**config.mk**
```make
export PLATFORM = sky130hd
export DESIGN_NAME = dbg_cmp_regwin
export DESIGN_NICKNAME = d
export VERILOG_FILES = /design/src/rtl/dbg_win_pkg.sv /design/src/rtl/dbg_cmp_bank.sv /design/src/rtl/dbg_match_flags.sv /design/src/rtl/dbg_cmp_regwin.sv
export SDC_FILE = /design/constraint.sdc
export NUM_CORES = 1
export LEC_CHECK = 0
export ABC_CLOCK_PERIOD_IN_PS = 5700
export CORE_MARGIN = 8
export CORE_UTILIZATION = 54
export DETAILED_ROUTE_END_ITERATION = 8
export GPL_TIMING_DRIVEN = 0
export HOLD_SLACK_MARGIN = 0.02
export MAX_ROUTING_LAYER = met4
export PLACE_DENSITY = 0.85
export SLEW_MARGIN = 10
export SYNTH_ARGS = -nofsm -noshare
export SYNTH_HDL_FRONTEND = slang
export SYNTH_SLANG_ARGS = --single-unit
```
**constraint.sdc**
```tcl
create_clock -name clk -period 5.7 [get_ports clk]
set_input_delay 1.71 -clock clk [delete_from_list [all_inputs] [get_ports clk]]
set_output_delay 1.71 -clock clk [all_outputs]
set_load 0.05 [all_outputs]
```
**src/rtl/dbg_win_pkg.sv**
```systemverilog
package dbg_win_pkg;
  localparam int unsigned WIN_BYTES = 8;
  localparam int unsigned OFF_W     = $clog2(WIN_BYTES);

  typedef enum logic [OFF_W-1:0] {
    OFF_CTRL  = 3'd0,
    OFF_ADR_H = 3'd1,
    OFF_ADR_M = 3'd2,
    OFF_ADR_L = 3'd3,
    OFF_DAT_H = 3'd4,
    OFF_DAT_L = 3'd5,
    OFF_MSK_H = 3'd6,
    OFF_MSK_L = 3'd7
  } win_off_e;

  localparam logic [3:0] ADDR_CFG   = 4'h0;
  localparam logic [3:0] ADDR_FLAGS = 4'h1;
endpackage

```
**src/rtl/dbg_cmp_bank.sv**
```systemverilog
module dbg_cmp_bank
  import dbg_win_pkg::*;
#(
  parameter bit         HAS_DATA  = 1'b1,
  parameter logic [7:0] CTRL_MASK = 8'hFF
) (
  input  logic             clk,
  input  logic             rst_n,
  input  logic             wr_en,
  input  logic [OFF_W-1:0] off,
  input  logic [7:0]       wdata,
  output logic [7:0]       rd_byte,
  output logic [7:0]       ctrl,
  output logic [23:0]      addr,
  output logic [15:0]      data,
  output logic [15:0]      mask
);
  logic [WIN_BYTES-1:0][7:0] bytes_q;

  // Implemented bits per offset; the rest are never stored.
  function automatic logic [7:0] byte_mask(input logic [OFF_W-1:0] o);
    if (o == OFF_CTRL) return CTRL_MASK;
    if (!HAS_DATA && o >= OFF_DAT_H) return 8'h00;
    return 8'hFF;
  endfunction

  always_ff @(posedge clk) begin
    if (!rst_n) bytes_q <= '0;
    else if (wr_en) bytes_q[off] <= wdata & byte_mask(off);
  end

  assign rd_byte = bytes_q[off];
  assign ctrl    = bytes_q[OFF_CTRL];
  assign addr    = {bytes_q[OFF_ADR_H], bytes_q[OFF_ADR_M], bytes_q[OFF_ADR_L]};

  generate
    if (HAS_DATA) begin : g_data
      assign data = {bytes_q[OFF_DAT_H], bytes_q[OFF_DAT_L]};
      assign mask = {bytes_q[OFF_MSK_H], bytes_q[OFF_MSK_L]};
    end else begin : g_nodata
      assign data = '0;
      assign mask = '0;
      // absent positions read as zero
      a_r5_absent_reads_zero: assert property (@(posedge clk) disable iff (!rst_n)
        (off >= OFF_DAT_H) |-> (rd_byte == 8'h00));
    end
  endgenerate

  // storage holds unless written
  a_r3_hold_without_write: assert property (@(posedge clk) disable iff (!rst_n)
    !$past(wr_en) |-> $stable(bytes_q));

  // a control write reaches the output one cycle later
  a_r6_ctrl_write_visible: assert property (@(posedge clk) disable iff (!rst_n)
    (wr_en && off == OFF_CTRL) |=> (ctrl == ($past(wdata) & CTRL_MASK)));
endmodule

```
**src/rtl/dbg_match_flags.sv**
```systemverilog
module dbg_match_flags #(
  parameter int unsigned NCH = 4
) (
  input  logic           clk,
  input  logic           rst_n,
  input  logic           cfg_wr,
  input  logic           arm_val,
  input  logic [NCH-1:0] match,
  output logic           armed,
  output logic [NCH-1:0] flags
);
  logic           armed_q;
  logic [NCH-1:0] flags_q;

  always_ff @(posedge clk) begin
    if (!rst_n) begin
      armed_q <= 1'b0;
      flags_q <= '0;
    end else if (cfg_wr) begin
      armed_q <= arm_val;
      if (arm_val) flags_q <= '0;
    end else if (armed_q) begin
      flags_q <= flags_q | match;
    end
  end

  assign armed = armed_q;
  assign flags = flags_q;

  // a flag only falls after an arming write
  a_r9_clear_only_by_arm: assert property (@(posedge clk) disable iff (!rst_n)
    (|($past(flags_q) & ~flags_q)) |-> $past(cfg_wr && arm_val));

  // a new flag needs the unit armed and that channel matching
  a_r8_set_needs_armed: assert property (@(posedge clk) disable iff (!rst_n)
    (|(flags_q & ~$past(flags_q))) |-> $past(armed_q && !cfg_wr));

  a_r8_set_needs_match: assert property (@(posedge clk) disable iff (!rst_n)
    (|(flags_q & ~$past(flags_q))) |-> ((flags_q & ~$past(flags_q) & ~$past(match)) == '0));

  // arming leaves the flags clear even with a match present
  a_r10_arm_clears: assert property (@(posedge clk) disable iff (!rst_n)
    (cfg_wr && arm_val) |=> (flags_q == '0));
endmodule

```
**src/rtl/dbg_cmp_regwin.sv**
```systemverilog
module dbg_cmp_regwin
  import dbg_win_pkg::*;
#(
  parameter int unsigned NCH            = 4,
  parameter logic [7:0]  CTRL_MASK_DATA = 8'hFF,
  parameter logic [7:0]  CTRL_MASK_ADDR = 8'h3F
) (
  input  logic             clk,
  input  logic             rst_n,
  input  logic [3:0]       reg_addr,
  input  logic             reg_we,
  input  logic [7:0]       reg_wdata,
  output logic [7:0]       reg_rdata,
  input  logic [NCH-1:0]   match_in,
  output logic [NCH*8-1:0]  cmp_ctrl,
  output logic [NCH*24-1:0] cmp_addr,
  output logic [NCH*16-1:0] cmp_data,
  output logic [NCH*16-1:0] cmp_mask
);
  localparam int unsigned BSEL_W = $clog2(NCH);

  logic [BSEL_W-1:0] bank_q;
  logic              cfg_wr, win_hit, win_we, armed;
  logic [NCH-1:0]    flags;
  logic [7:0]        ch_rd [NCH];
  logic [OFF_W-1:0]  win_off;

  assign win_hit = reg_addr[3];
  assign win_we  = reg_we && win_hit;
  assign win_off = reg_addr[OFF_W-1:0];
  assign cfg_wr  = reg_we && (reg_addr == ADDR_CFG);

  always_ff @(posedge clk) begin
    if (!rst_n) bank_q <= '0;
    else if (cfg_wr) bank_q <= reg_wdata[BSEL_W-1:0];
  end

  dbg_match_flags #(.NCH(NCH)) u_flags (
    .clk     (clk),
    .rst_n   (rst_n),
    .cfg_wr  (cfg_wr),
    .arm_val (reg_wdata[7]),
    .match   (match_in),
    .armed   (armed),
    .flags   (flags)
  );

  generate
    for (genvar c = 0; c < NCH; c++) begin : g_ch
      localparam bit HAS_D = ((c % 2) == 0);
      dbg_cmp_bank #(
        .HAS_DATA  (HAS_D),
        .CTRL_MASK (HAS_D ? CTRL_MASK_DATA : CTRL_MASK_ADDR)
      ) u_bank (
        .clk     (clk),
        .rst_n   (rst_n),
        .wr_en   (win_we && (bank_q == BSEL_W'(c))),
        .off     (win_off),
        .wdata   (reg_wdata),
        .rd_byte (ch_rd[c]),
        .ctrl    (cmp_ctrl[c*8 +: 8]),
        .addr    (cmp_addr[c*24 +: 24]),
        .data    (cmp_data[c*16 +: 16]),
        .mask    (cmp_mask[c*16 +: 16])
      );
    end
  endgenerate

  always_comb begin
    reg_rdata = 8'h00;
    if (win_hit) begin
      reg_rdata = ch_rd[bank_q];
    end else if (reg_addr == ADDR_CFG) begin
      reg_rdata = {armed, 7'(bank_q)};
    end else if (reg_addr == ADDR_FLAGS && (&bank_q)) begin
      reg_rdata = 8'(flags);
    end
  end

  // flags stay hidden unless the last bank is selected
  a_r7_flags_hidden: assert property (@(posedge clk) disable iff (!rst_n)
    (reg_addr == ADDR_FLAGS && !(&bank_q)) |-> (reg_rdata == 8'h00));

  // bank select changes only through a configuration write
  a_r2_bank_hold: assert property (@(posedge clk) disable iff (!rst_n)
    !$past(cfg_wr) |-> $stable(bank_q));
endmodule

```
Yosys cells after proc, flatten, opt, wreduce, memory -nomap -nowiden
Index checks and enable logic that the tools add are counted.

cells by class
  $lt $le $gt $ge = 4
  equal/unequal tests = 5
  muxes and demuxes = 56
  bitwise logic cells = 6
  reductions and logical operators = 14

operator list
  operator              number
  $bwmux W64            4
  $mux W8               26
  $bmux W8 S3           4
  $and A8 B8 Y8         4
  $demux W8 S3          1
  $bmux W8 S2           1
  $mux W1               16
  $mux W4               4
  $logic_and A1 B1 Y1   8
  $ge A3 B3 Y1 const B  2
  $eq A2 B2 Y1 const B  2
  $eq A4 B1 Y1 const B  1
  $logic_not A4 Y1      1
  $lt A3 B4 Y1 const B  1
  $or A4 B4 Y4          1
  $reduce_and A2 Y1     2
  $ge A3 B1 Y1 const B  1
  $logic_not A3 Y1      1
  $not A2 Y3            1
  $eq A2 B1 Y1 const B  1
  $logic_not A2 Y1      1
  $ne A2 B2 Y1 const B  1
  $reduce_bool A2 Y1    1

word-level totals
  register bits after elaboration = 263
  input port bits = 19
  output and inout bits = 264
  logic and storage cells = 120

Logic depth before layout (Yosys ltp)
Gate-level depths: netlist (run 1).

  depth after elaboration = 13
  depth in mapped cells = 9
  mapped depth without buffers = 6

Hierarchy
Synthesis (run 1) repeated with hierarchy kept, for this count alone.

unflattened totals
  cell total of the unflattened synthesis = 1275
  area, all modules = 13015.0 um2

by module, submodules not included
  module                             times used  cells an instance  area an instance (um2)  seq. area each (um2)
  dbg_cmp_bank (g_ch[0].u_bank ...)  2           309                3079.2                  1281.2
  dbg_cmp_bank (g_ch[1].u_bank)      1           297                3106.7                  1281.2
  dbg_cmp_bank (g_ch[3].u_bank)      1           297                3079.2                  1281.2
  dbg_cmp_regwin                     1           44                 459.2                   40.0
  dbg_match_flags                    1           19                 211.5                   100.1

Worst setup path before layout (run 1)
OpenSTA, ideal clock, no wires.

  path type = input port to output port
  start point = in reg_addr[2]
  end point = out reg_rdata[1]
  arrival = 3.727 ns
  data required time = 3.990 ns
  path slack = 0.263 ns
  stages on the path = 7
  buffers on the path = 2
  path through = clkbuf_1 > nand2b_1 > nor2_1 > clkbuf_1 > and3_1 > o21ai_0 > o21ai_0

between the ends
  longest elaborated chain between the ends = 6
  elaborated cells on any way between the ends = 17
  those cells by class = eq/ne: 1; mux: 14; reduce/logical: 2

ends and longest elaborated chain
  element                                     RTL line              RTL
  start: declaration                          dbg_cmp_regwin.sv:10  input logic [3:0] reg_addr,
  $bmux W8 S3                                 dbg_cmp_bank.sv:32    assign rd_byte = bytes_q[off];
  $mux W8 (implied by the code)               dbg_cmp_bank.sv:32
  $bmux W8 S2                                 dbg_cmp_regwin.sv:72  reg_rdata = ch_rd[bank_q];
  $mux W8 (implied by the code) (2 in a row)  dbg_cmp_regwin.sv:72
  $mux W8 *                                   dbg_cmp_regwin.sv:71  if (win_hit) begin
  end: declaration                            dbg_cmp_regwin.sv:13  output logic [7:0] reg_rdata,

Mark *: on every way between the ends. The rest lies on a longest branch, timed or not. The select of a mux whose other input is x is not followed.

Worst setup path in the final report (run 1)
  start point = in reg_addr[0]
  end point = out reg_rdata[1]

The elaborated chain is that of the path after synthesis.

==> flow_summary_export.csv, run 1 <==
group,metric,value,unit
synthesis,synth_area_leader_cell,"dfxtp_1",
global_routing,overflow,0,
critical_path,endpoint_kind,"primary output",
synthesis,synth_ff_type,"dfxtp_1",
synthesis,synth.avg_cell_area,8.99,µm²
timing,worst_slack,-0.00461,ns
timing,post-route-min-period,5.70,ns
layout,final_cell_mix,"dfxtp_1 (263), clkdlybuf4s50_1 (205), nand2_1 (172)",
place,dpl.hpwl,34.5,mm
global_routing,grt_max_degree,14,
synthesis,synthTopCellsByArea,"dfxtp_1 (43%), mux2i_1 (13%), buf_4 (7.9%), a21oi_1 (5.5%), nand2_1 (5.3%)",
die,die_h,166,µm
layout,nNetsFinal,1680,
place,dp_cells,1917,
place,gp_congestion,1.02,
drt,dr_total_vias,11700,
power,leakagePower,6.24,nW
synthesis,ys_seq_area_frac,0.432,
synthesis,ys_ff_latch,263,
drt,drc,0,
drt,drt_pass1_iterations,5,
timing,final-max-slew-violation-count,0,
critical_path,crit_type,"in -> out",
global_routing,grt_usage,0.341,
critical_path,timing.critical_path.from,"reg_addr[0]",
layout,multiInputGateArea,0.00584,mm²
synthesis,ys_warn_count,0,
clocking,post_cts_buffers,0,
global_routing,first_global_vias,11700,
drt,final_antenna_net_count,0,
die,io_pins,283,
clocking,cts_tree,"built",
timing,max_freq,175,MHz
critical_path,cp_max_fo,10,
run,max-cap-violations,0,
layout,final_cells,1966,
die,chipWidth,166,µm
outcome,violations,"negative setup slack",
synthesis,ys_types,36,
layout,mostFrequentLayoutCell,"dfxtp_1",
layout,drive_above_1_share,0.148,
timing,slew_headroom,0.0667,
outcome,outcome,"finished with violations",
power,irDropWorstVdd,0.230,mV
clocking,clock_sinks,263,
synthesis,syn_inst,1355,
global_routing,antenna_found_initial,1,
min_path,hold_path_class,"reg -> reg",
layout,area_growth,30.5,%
clocking,clockBufferDepth,3,
global_routing,grt_pass1_wl,70.8,mm
clocking,htreeDepth,1,
timing,fin_skew,0.0165,ns
min_path,hold_path_startpoint,"g_ch[3].u_bank.bytes_q[61]",
critical_path,slowest_delay,0.60,ns
power,pwr_density_cell,256,mW/mm²
synthesis,synth_edf_count,0,
timing,setup_viol,1,
layout,ff_latch_area,0.00527,mm²
place,placed_area,0.0149,mm²
clocking,clkTransAtPathRegs,0.06,ns
layout,utilization,0.711,
synthesis,syn_area,0.0122,mm²
die,dieArea,0.0276,mm²
clocking,clk-insertion-delay-late,0.55,ns
die,coreArea,0.0224,mm²
timing,post-route-period-util,1.00,
power,fin_total_pwr,4.07,mW
layout,final_area,0.0159,mm²
clocking,cts-buffers-inserted,27,
drt,drt_iter0_markers,1458,
synthesis,synth.top_cell.area_share,0.432,
critical_path,cp-start-kind,"input port",
synthesis,synth-async-reset-ratio,0,
critical_path,r2r_start,"bank_q[1]",
timing,worst_slew_pin_slew,1.40,ns
critical_path,crit_path_frequent_cell,"o21ai_0",
layout,num-fill-cells,1741,
critical_path,cp_top_family,"buffers and inverters",
timing,hold_viol,0,
critical_path,cp_cell_sequence,"buf_2 > buf_6 > nor2_1 > clkbuf_1 > a22oi_1 > nand2_1 > o22ai_1 > o21ai_0 > o21ai_0 > buf_4",
critical_path,critPathArrivalTime,3.99,ns
drt,via_per_inst,5.94,
die,rows,55,
timing,setup_tns,-0.00461,ns
place,io_buffers,214,
drt,routedWlPerCell,24.4,µm
timing,rsz0062_at_grt,"yes",
die,start_util,0.544,
drt,wl,48.0,mm
critical_path,cp_slowest_cell,"clkbuf_1",
critical_path,crit_buf_inv,4,
clocking,root_buffer,"clkbuf_16",
critical_path,worstPathRequired,3.99,ns
final cells by class:
class / count / area share
antenna: 1 / 0.000157
buffer: 222 / 0.0921
clock buffer: 36 / 0.0465
clock inverter: 12 / 0.00732
inverter: 1 / 0.000236
multi-input combinational: 932 / 0.367
sequential: 263 / 0.331
tap: 285 / 0.0224
timing repair buffer: 214 / 0.132
state kept, by name, summed over array words and instances, names as in the netlist:
name	cells
bank_q	2
u_flags.flags	4
g_ch.u_bank.mask	32
g_ch.u_bank.data	32
g_ch.u_bank.addr	96
u_flags.armed	1
g_ch.u_bank.ctrl	32
g_ch.u_bank.bytes_q	64
cells in the mapped netlist, types with 5 or more instances:
cell type / instances
a22oi_1: 28
buf_4: 128
and2_1: 66
buf_2: 21
nor2b_1: 8
o21ai_0: 49
and3_1: 6
nand3_1: 78
buf_1: 5
o22ai_1: 10
mux4_2: 24
a21oi_1: 135
nand2_1: 172
mux2i_1: 162
dfxtp_1: 263
clkbuf_1: 66
nor2_1: 89
stage by stage:
step	setup WS [ns]	hold WS (ns)
after floorplan	0.263	0.424
after global placement	-1.01	0.436
after detailed placement	-0.979	0.444
after CTS	-0.0269	0.461
after global routing	-0.00766	0.471
final	-0.00461	0.460
repair_timing:
| action | CTS | global route |
|---|---|---|
| resized for setup | 88 | 7 |
| hold buffers | 0 | 0 |
| endpoints found under the setup margin | 8 | 4 |
layer usage:
| layer | GRT usage | routed length (µm) | vias to the layer above | part of all wire |
|---|---|---|---|---|
| met5 | - | 0 | - | 0 |
| met1 | 0.399 | 17700 | 5470 | 0.37 |
| li1 | - | - | 5081 | - |
| met3 | 0.0851 | 5660 | 209 | 0.12 |
| met4 | 0.187 | 2950 | 0 | 0.061 |
| met2 | 0.533 | 21700 | 910 | 0.45 |
kinds of logic after synthesis:
kind of cell    Yosys count  share of synthesized area
simple gates            446                      0.171
flops                   263                      0.432
compound gates          236                      0.107
buf+inv                 223                      0.112
mux                     186                      0.178
other cells               1                   0.000308
final timing paths:
path	slack [ns]	cells past startpoint	endpoint
worst max register to register	3.15	6	g_ch[1].u_bank.addr[12]
worst min register to register	0.46	1	g_ch[3].u_bank.bytes_q[61]
worst max-delay path	-0.005	10	reg_rdata[1]
worst min-delay path	0.46	1	g_ch[3].u_bank.bytes_q[61]
power breakdown:
group	leakage, nW	internal [mW]	switching, mW
Combinational	3.70	0.120	0.342
Clock	0.426	1.00	0.756
Sequential	2.12	1.84	0.00650
Total	6.24	2.96	1.10
No activity file was read; power rests on OpenSTA's default activity.
==> run 2: changes to the inputs <==
--- a/config.mk
+++ b/config.mk
@@ -7,12 +7,11 @@
 export LEC_CHECK = 0
 export ABC_CLOCK_PERIOD_IN_PS = 5700
 export CORE_MARGIN = 8
-export CORE_UTILIZATION = 54
+export CORE_UTILIZATION = 35
 export DETAILED_ROUTE_END_ITERATION = 8
 export GPL_TIMING_DRIVEN = 0
 export HOLD_SLACK_MARGIN = 0.02
 export MAX_ROUTING_LAYER = met4
-export PLACE_DENSITY = 0.85
 export SLEW_MARGIN = 10
 export SYNTH_ARGS = -nofsm -noshare
 export SYNTH_HDL_FRONTEND = slang
==> flow_summary_export.csv, run 2 (same netlist as run 1, synthesis figures left out) <==
group,metric,value,unit
clocking,clock_sinks,263,
layout,largest_reg_flops,96,
drt,final_antenna_net_count,0,
critical_path,crit_end,"reg_rdata[0]",
clocking,htreeDepth,1,
critical_path,ff2ff_path_depth,6,
layout,diodes,0,
global_routing,antenna_found_initial,0,
min_path,hold_path_class,"reg -> reg",
clocking,root_buffer,"clkbuf_16",
timing,final-max-slew-violation-count,0,
place,io_buffers,214,
drt,dr_total_vias,11200,
critical_path,r2r_start,"bank_q[0]",
global_routing,grt_usage,0.247,
layout,mostFrequentLayoutCell,"dfxtp_1",
place,pre_cts_ws,-1.24,ns
place,dp_cells,2087,
global_routing,overflow,0,
drt,drt_iter0_markers,1060,
timing,slew_headroom,0.212,
die,dieArea,0.0410,mm²
die,chipWidth,203,µm
critical_path,endpoint_kind,"primary output",
clocking,cts-buffers-inserted,29,
timing,hold_viol,0,
layout,drive_above_1_share,0.158,
clocking,clockBufferDepth,3,
die,start_util,0.354,
global_routing,grt_pass1_wl,74.2,mm
timing,max_freq,176,MHz
die,io_pins,283,
timing,fin_skew,0.0147,ns
layout,final_cells,2140,
critical_path,crit_type,"in -> out",
timing,worst_slack,0.00887,ns
global_routing,first_global_vias,11000,
layout,final_area,0.0164,mm²
die,rows,68,
run,max-cap-violations,0,
critical_path,regToRegSetupSlack,3.21,ns
place,gp_congestion,0.956,
place,placed_area,0.0151,mm²
drt,drt_pass1_iterations,5,
layout,nNetsFinal,1682,
power,pwr_density_cell,270,mW/mm²
timing,setup_viol,0,
critical_path,worstPathRequired,3.99,ns
global_routing,grt_max_degree,15,
die,coreArea,0.0344,mm²
timing,post-route-period-util,0.998,
drt,drc,0,
critical_path,rr_endpoint,"g_ch[1].u_bank.addr[11]",
layout,area_growth,34.5,%
place,dpl.hpwl,38.4,mm
clocking,clk-insertion-delay-late,0.55,ns
critical_path,timing.critical_path.from,"reg_addr[0]",
drt,via_per_inst,5.21,
power,leakagePower,6.34,nW
critical_path,critPathArrivalTime,3.98,ns
critical_path,cp_max_fo,10,
die,die_h,203,µm
timing,hold_slack,0.456,ns
power,irDropWorstVdd,0.230,mV
timing,rsz0062_at_grt,"no",
outcome,outcome,"complete, no violations",
drt,wl,51.7,mm
timing,post-route-min-period,5.69,ns
power,fin_total_pwr,4.42,mW
layout,final_cell_mix,"dfxtp_1 (263), clkdlybuf4s50_1 (205), nand2_1 (172)",
drt,routedWlPerCell,24.1,µm
clocking,postCtsHoldBufs,0,
timing,worst_slew_pin_slew,1.17,ns
clocking,cts_tree,"built",
clocking,clkTransAtPathRegs,0.06,ns
critical_path,cp-start-kind,"input port",
## run 2: cell types whose count changed in the layout (fill, tap and decap cells not counted), sizes merged
cell	before	now
bufinv	2	6
buf	163	159
clkinv	8	4
clkdlybuf4s15	0	6
diode	1	0
clkinvlp	1	4
## run 2: power by group
part	total, mW	leakage (nW)	internal (mW)	switching, mW
combinational	0.470	3.70	0.121	0.349
clock	2.10	0.522	1.30	0.796
sequential	1.85	2.12	1.84	0.00652
## run 2: layout make-up
class / count / area, µm²
plain buffers: 222 / 1460
inverters: 1 / 3.75
clock buffers: 38 / 840
clock inverters: 15 / 239
multi-input cells: 932 / 5850
flip-flops and latches: 263 / 5270
repair buffers: 214 / 2140
fillers: 3375 / 18000
well taps: 455 / 569
## run 2: critical path, cell delays in order
cell,delay (ns)
buf_2,0.20
and2_1,0.17
clkbuf_1,0.21
clkbuf_2,0.33
a22oi_1,0.41
nand2_1,0.09
o22ai_1,0.23
o21ai_0,0.12
o21ai_0,0.20
buf_4,0.29
## run 2: per-layer routing
layer	up-vias	track usage	share of wire	wire length, µm
li1	5115	-	-	-
met1	5364	0.303	0.41	21200
met2	559	0.399	0.47	24300
met3	115	0.0481	0.079	4060
met4	0	0.0938	0.041	2100
met5	-	-	0	0
## run 2: stage by stage
step,TNS (ns),utilization
floorplan,0,-
global route,0,0.476
finish,0,0.476
global placement,-7.89,0.440
detailed placement,-7.78,0.440
CTS,0,0.476
## run 2: worst min path at each step
| stage | depth (start not counted) | slack, ns | startpoint | end |
|---|---|---|---|---|
| floorplan | 1 | 0.42 | g_ch[1].u_bank.bytes_q[52] | g_ch[1].u_bank.bytes_q[52] |
| global placement | 1 | 0.44 | g_ch[1].u_bank.bytes_q[60] | g_ch[1].u_bank.bytes_q[60] |
| detailed placement | 1 | 0.44 | g_ch[3].u_bank.bytes_q[60] | g_ch[3].u_bank.bytes_q[60] |
| CTS | 1 | 0.46 | g_ch[3].u_bank.bytes_q[60] | g_ch[3].u_bank.bytes_q[60] |
| global route | 1 | 0.47 | g_ch[1].u_bank.bytes_q[47] | g_ch[1].u_bank.bytes_q[47] |
| finish | 1 | 0.46 | g_ch[3].u_bank.bytes_q[46] | g_ch[3].u_bank.bytes_q[46] |
## run 2: timing repair
item / 4_1_cts / 5_1_grt
endpoints found under the hold margin: 0 / 0
endpoints found under the setup margin: 8 / 7
setup buffers: 0 / 0
gates resized for setup: 78 / 13
